**config.mk**
```make
export PLATFORM = sky130hd
export DESIGN_NAME = stream_pair_sel
export DESIGN_NICKNAME = d
export VERILOG_FILES = /design/src/rtl/sps_pkg.sv /design/src/rtl/sps_cfg_fsm.sv /design/src/rtl/sps_in_mux.sv /design/src/rtl/sps_out_mux.sv /design/src/rtl/stream_pair_sel.sv
export SDC_FILE = /design/constraint.sdc
export NUM_CORES = 1
export LEC_CHECK = 0
export ABC_AREA = 1
export BUFFER_PORTS_ARGS = -buffer_cell sky130_fd_sc_hd__buf_2
export CAP_MARGIN = 15
export CORE_UTILIZATION = 49
export DETAILED_ROUTE_END_ITERATION = 8
export GPL_ROUTABILITY_DRIVEN = 0
export HOLD_SLACK_MARGIN = 0.02
export PLACE_DENSITY_LB_ADDON = 0.12
export REMOVE_ABC_BUFFERS = 1
export SLEW_MARGIN = 40
export SYNTH_ARGS = -nofsm -noshare
export SYNTH_HDL_FRONTEND = slang
export SYNTH_HIERARCHICAL = 1
export SYNTH_SLANG_ARGS = --single-unit
```
**constraint.sdc**
```tcl
create_clock -name clk -period 1.4 [get_ports clk]
set_input_delay 0.21 -clock clk [delete_from_list [all_inputs] [get_ports clk]]
set_output_delay 0.21 -clock clk [all_outputs]
set_load 0.005 [all_outputs]
```
**src/rtl/sps_pkg.sv**
```systemverilog
package sps_pkg;
    typedef enum logic [0:0] {
        CFG_STABLE  = 1'b0,
        CFG_PENDING = 1'b1
    } cfg_state_e;
endpackage

```
**src/rtl/sps_cfg_fsm.sv**
```systemverilog
module sps_cfg_fsm
    import sps_pkg::*;
#(
    parameter int SEL_W = 3
) (
    input  logic             clk,
    input  logic             rst_n,
    input  logic             frame_pulse,
    input  logic             cfg_we,
    input  logic [2*SEL_W-1:0] cfg_wdata,
    output logic [SEL_W-1:0] act_a,
    output logic [SEL_W-1:0] act_b
);
    localparam logic [SEL_W-1:0] RST_A = SEL_W'(0);
    localparam logic [SEL_W-1:0] RST_B = SEL_W'(1);

    cfg_state_e state_q, state_d;
    logic [2*SEL_W-1:0] staged_q;
    logic do_stage, do_apply;

    // state register
    always_ff @(posedge clk or negedge rst_n) begin
        if (!rst_n) state_q <= CFG_STABLE;
        else        state_q <= state_d;
    end

    // next state
    always_comb begin
        state_d = state_q;
        unique case (state_q)
            CFG_STABLE:  if (cfg_we) state_d = CFG_PENDING;                     // STAGE
            CFG_PENDING: if (frame_pulse && !cfg_we) state_d = CFG_STABLE;      // APPLY
            default:     state_d = CFG_STABLE;
        endcase
    end

    // state outputs
    always_comb begin
        do_stage = cfg_we;
        do_apply = 1'b0;
        unique case (state_q)
            CFG_STABLE:  do_apply = 1'b0;
            CFG_PENDING: do_apply = frame_pulse;
            default:     do_apply = 1'b0;
        endcase
    end

    always_ff @(posedge clk or negedge rst_n) begin
        if (!rst_n) begin
            staged_q <= {RST_B, RST_A};
            act_a    <= RST_A;
            act_b    <= RST_B;
        end else begin
            if (do_stage) staged_q <= cfg_wdata;
            if (do_apply) begin
                act_a <= staged_q[SEL_W-1:0];
                act_b <= staged_q[2*SEL_W-1:SEL_W];
            end
        end
    end
endmodule

```
**src/rtl/sps_in_mux.sv**
```systemverilog
module sps_in_mux #(
    parameter int NUM_PAIRS   = 10,
    parameter int FIXED_PAIRS = 2,
    parameter int SEL_W       = 3,
    localparam int CAND       = NUM_PAIRS - FIXED_PAIRS,
    localparam int CORE_PORTS = FIXED_PAIRS + 2
) (
    input  logic [NUM_PAIRS-1:0]  link_rx,
    input  logic [SEL_W-1:0]      act_a,
    input  logic [SEL_W-1:0]      act_b,
    output logic [CORE_PORTS-1:0] core_rx
);
    for (genvar f = 0; f < FIXED_PAIRS; f++) begin : g_fixed
        assign core_rx[f] = link_rx[f];
    end

    logic pick_a, pick_b;
    always_comb begin
        pick_a = 1'b1;
        pick_b = 1'b1;
        for (int i = 0; i < CAND; i++) begin
            if (act_a == SEL_W'(i)) pick_a = link_rx[FIXED_PAIRS+i];
            if (act_b == SEL_W'(i)) pick_b = link_rx[FIXED_PAIRS+i];
        end
    end

    assign core_rx[FIXED_PAIRS]   = pick_a;
    assign core_rx[FIXED_PAIRS+1] = pick_b;
endmodule

```
**src/rtl/sps_out_mux.sv**
```systemverilog
module sps_out_mux #(
    parameter int NUM_PAIRS   = 10,
    parameter int FIXED_PAIRS = 2,
    parameter int SEL_W       = 3,
    parameter logic IDLE_LVL  = 1'b1,
    localparam int CAND       = NUM_PAIRS - FIXED_PAIRS,
    localparam int CORE_PORTS = FIXED_PAIRS + 2
) (
    input  logic [CORE_PORTS-1:0] core_tx,
    input  logic [SEL_W-1:0]      act_a,
    input  logic [SEL_W-1:0]      act_b,
    output logic [NUM_PAIRS-1:0]  link_tx
);
    for (genvar f = 0; f < FIXED_PAIRS; f++) begin : g_fixed
        assign link_tx[f] = core_tx[f];
    end

    for (genvar c = 0; c < CAND; c++) begin : g_cand
        logic hit_a, hit_b;
        assign hit_a = (act_a == SEL_W'(c));
        assign hit_b = (act_b == SEL_W'(c));
        // port A takes precedence when both codes match
        assign link_tx[FIXED_PAIRS+c] = hit_a ? core_tx[FIXED_PAIRS]
                                      : hit_b ? core_tx[FIXED_PAIRS+1]
                                      : IDLE_LVL;
    end
endmodule

```
**src/rtl/stream_pair_sel.sv**
```systemverilog
module stream_pair_sel #(
    parameter int NUM_PAIRS   = 10,
    parameter int FIXED_PAIRS = 2,
    localparam int CAND       = NUM_PAIRS - FIXED_PAIRS,
    localparam int SEL_W      = $clog2(CAND),
    localparam int CORE_PORTS = FIXED_PAIRS + 2
) (
    input  logic                  clk,
    input  logic                  rst_n,
    input  logic                  frame_pulse,
    input  logic                  cfg_we,
    input  logic [2*SEL_W-1:0]    cfg_wdata,
    input  logic [NUM_PAIRS-1:0]  link_rx,
    output logic [NUM_PAIRS-1:0]  link_tx,
    output logic [CORE_PORTS-1:0] core_rx,
    input  logic [CORE_PORTS-1:0] core_tx,
    output logic                  sel_conflict
);
    logic [SEL_W-1:0] act_a, act_b;

    sps_cfg_fsm #(.SEL_W(SEL_W)) u_fsm (
        .clk(clk), .rst_n(rst_n), .frame_pulse(frame_pulse),
        .cfg_we(cfg_we), .cfg_wdata(cfg_wdata),
        .act_a(act_a), .act_b(act_b)
    );

    sps_in_mux #(.NUM_PAIRS(NUM_PAIRS), .FIXED_PAIRS(FIXED_PAIRS), .SEL_W(SEL_W)) u_in (
        .link_rx(link_rx), .act_a(act_a), .act_b(act_b), .core_rx(core_rx)
    );

    sps_out_mux #(.NUM_PAIRS(NUM_PAIRS), .FIXED_PAIRS(FIXED_PAIRS), .SEL_W(SEL_W),
                  .IDLE_LVL(1'b1)) u_out (
        .core_tx(core_tx), .act_a(act_a), .act_b(act_b), .link_tx(link_tx)
    );

    assign sel_conflict = (act_a == act_b);
endmodule

```
==> metrics <==
CP cell instances=buf_6 -> nor2_1 -> nand2_1 -> nand2_1 -> nand2_1 -> buf_2; global-route wire length before repair=roughly 4100 µm; Final Slew Violations=0; Die Y=49.83 µm; Distinct cells, synth=21; Static Leakage=0.0007193 µW; Die X=49.83 µm; post-synthesis cell area=1121 µm²; Clock Skew=0.002403 ns; top routing layer in use=met4; Routed WL per cell=10.48 µm; Residual DRC=0; worst reg2reg path depth=4; clock tree buffer depth=2; FMAX=655.1 MHz; initial DRC count=20; metal3 WL=131 µm; worst slew pin tran=about 0.31 ns; largest net degree at the start of global routing=14; placed instance count=215; post-layout worst setup margin=-0.1264 ns; non-filler cells, final=224; crit path kind=flop to output port; vias=1115; Reg2Reg Setup Slack=0.42 ns; total core area=2062 µm²; row count=16; final-report hold violation count=0; CP arrival=1.32 ns; Mean Syn Cell Area=about 6.7 µm²; setup violators final=11; Worst R2R End=u_fsm/act_b[0]; startpoint types=flop; die area=2483 µm²; GRT Resource Usage Total=20.74%; WP data required=1.19 ns; WL met1=1036 µm; H-tree level count=1; Crit Reg-Reg Startpoint=u_fsm/act_b[0]; Hold Path Class=input port to flop; PortBufs=30; DR vias/cell=4.978; max_slew headroom=79.47%; Pre-antenna DRT Iters=4; Hold WS=0.1472 ns; Seq/Total Area, Yosys=29.24%; Post-Route WL=2347 µm; Filler Cell Count=194; Slowest cell on crit path=dfstp_2; ratio of cells with drive above 1 in the final layout=39.09%; Clock Latency Late Sink=approximately 0.27 ns; Root Buffer=clkbuf_4; Yosys reg bits=13; post-DP HPWL=1646 µm; hold path startpoint=cfg_wdata[1]; initial antenna violation count=0; # IOs=39; area grow syn2layout=21.43%; Diodes inserted=0; Post-DRT Antenna Nets=0; Overflow after GRT=0; CTS tree=built; fin crit period=1.526 ns; Critical Path Max Stage Delay=approximately 0.59 ns; Cells after Synth=167; layout net count=222; status=finished with violations; Starting Density=between 50% and 60%; crit path capture type=output port; worst hold endpoint=u_fsm/staged_q[1]; vias in the first global route=1026; clock-pin slew on the worst setup and hold paths=0.07 ns; Most common cell on crit path=nand2_1; pwr dens=between 900 and 1000 nW/µm²; Worst VDD drop=approximately 0.00074 V; RSZ-0062 raised after global routing=true; clock sinks=13; yosys warns=6; failing checks=setup timing; final cycle utilization of the critical path=109.0%; number of max-cap violations=0; Worst Hold Depth=3; DR WL met2=1157 µm; CP Max Fanout=6; TritonCTS Buffers=3
## layout make-up
class	instances	area [µm²]	area share (%)
Timing Repair Buffer	39	249.0	18.29
Clock buffer	4	26.28	1.930
Inverter	24	110.1	8.088
Tap cell	27	33.78	2.482
Multi-Input combinational cell	117	610.6	44.85
Sequential cell	13	331.6	24.36
## cell usage in the layout (no fill, tap or decap)
| cell | instances |
|---|---|
| nand2_1 | 63 |
| buf_2 | 30 |
| inv_1 | 18 |
| nand3_1 | 16 |
| nand3_2 | 10 |
| dfrtp_1 | 8 |
| nand4_1 | 8 |
| nand2_2 | 5 |
| buf_4 | 5 |
| nor2_2 | 4 |
| clkbuf_4 | 3 |
| o21ai_2 | 3 |
| dfrtp_2 | 3 |
| inv_6 | 3 |
| buf_12 | 2 |
| o21ai_1 | 2 |
| dfstp_2 | 2 |
| inv_2 | 2 |
| xor2_1 | 1 |
| clkinv_4 | 1 |
| clkbuf_1 | 1 |
| dlygate4sd3_1 | 1 |
| buf_6 | 1 |
| o21bai_2 | 1 |
| o21ai_0 | 1 |
| nand2_4 | 1 |
| nor2_4 | 1 |
| nor2_1 | 1 |
## cell usage after synthesis
cell type | number | area share (%)
o21bai_2 | 1 | 1.0
o21ai_0 | 1 | 0.45
o21ai_1 | 2 | 0.89
nand3_1 | 19 | 8.5
buf_6 | 4 | 4.0
inv_6 | 3 | 2.3
nand4_1 | 8 | 4.5
buf_4 | 8 | 5.4
nor2_1 | 3 | 1.0
dfrtp_1 | 11 | 25
nor2_4 | 1 | 1.0
inv_1 | 19 | 6.4
nor2_2 | 2 | 1.1
nand2_4 | 1 | 1.0
o21ai_2 | 3 | 2.3
xor2_1 | 1 | 0.78
nand3_2 | 7 | 6.3
dfstp_2 | 2 | 4.7
inv_2 | 2 | 0.67
nand2_1 | 68 | 23
buf_2 | 1 | 0.45
## stage by stage
step	TNS [ns]	worst slack, ns	instance area (µm²)	util [%]	total power (µW)
6_report	-1.013	-0.1264	1361	66.02	1301
5_1_grt	-1.925	-0.2104	1361	66.02	1406
3_5_place_dp	0	0.1121	1237	60.01	1005
3_3_place_gp	0	0.1478	1237	60.01	990.4
2_1_floorplan	0	0.1510	1011	-	800.9
4_1_cts	-1.149	-0.1366	1340	64.99	1287
## cell families (layout without fill, tap and decap cells)
kind of cell,after synthesis,count (layout),synth area share [%]
DFF,13,13,29.24
AOI/OAI and AO/OA,7,7,4.687
xor gates and xnor gates,1,1,0.7814
and+or+nand+nor,109,109,46.09
buffers and inverters,37,67,19.20
## worst max path at each step
stage                        start    endpoint  slack, ns  cells after the start
finish              u_fsm/act_b[0]  link_tx[2]      -0.13                      6
global route        u_fsm/act_b[0]  link_tx[6]      -0.21                      6
CTS                 u_fsm/act_b[0]  link_tx[7]      -0.14                      6
detailed placement  u_fsm/act_b[0]  link_tx[7]       0.11                      6
global placement    u_fsm/act_b[0]  link_tx[7]       0.15                      6
floorplan           u_fsm/act_a[1]  core_rx[2]       0.15                      5
## critical path: cells and delay by family (launching register included)
kind	cells	cell delay [ns]
flip-flops	1	0.59
AND/OR/NAND/NOR	4	0.22
buffers and inverters	2	0.24
## flip-flops by register name (all words and copies together), names as in the netlist
signal and flops:
u_fsm/staged_q 6, u_fsm/act_a 3, u_fsm/act_b 3, u_fsm/state_q 1
## where the power goes
group | internal, µW | switching [µW]
clock | 110 | 112
sequential | 426 | 63.2
combinational | 261 | 328
total | 798 | 504
## layer usage
metal / global-route usage [%] / vias up
met3: 2.778 / 2
li1: - / 578
met4: 4.286 / 0
met2: 38.51 / 41
met1: 25.10 / 494
met5: 0 / -
## timing repair
item / in CTS / in global routing
pin swaps: 11 / 6
endpoints found under the setup margin: 11 / 11
hold buffers: 1 / 0
setup buffers: 4 / 0
endpoints found under the hold margin: 11 / 0
resized for setup: 10 / 8
No activity file was read; power rests on OpenSTA's default activity.
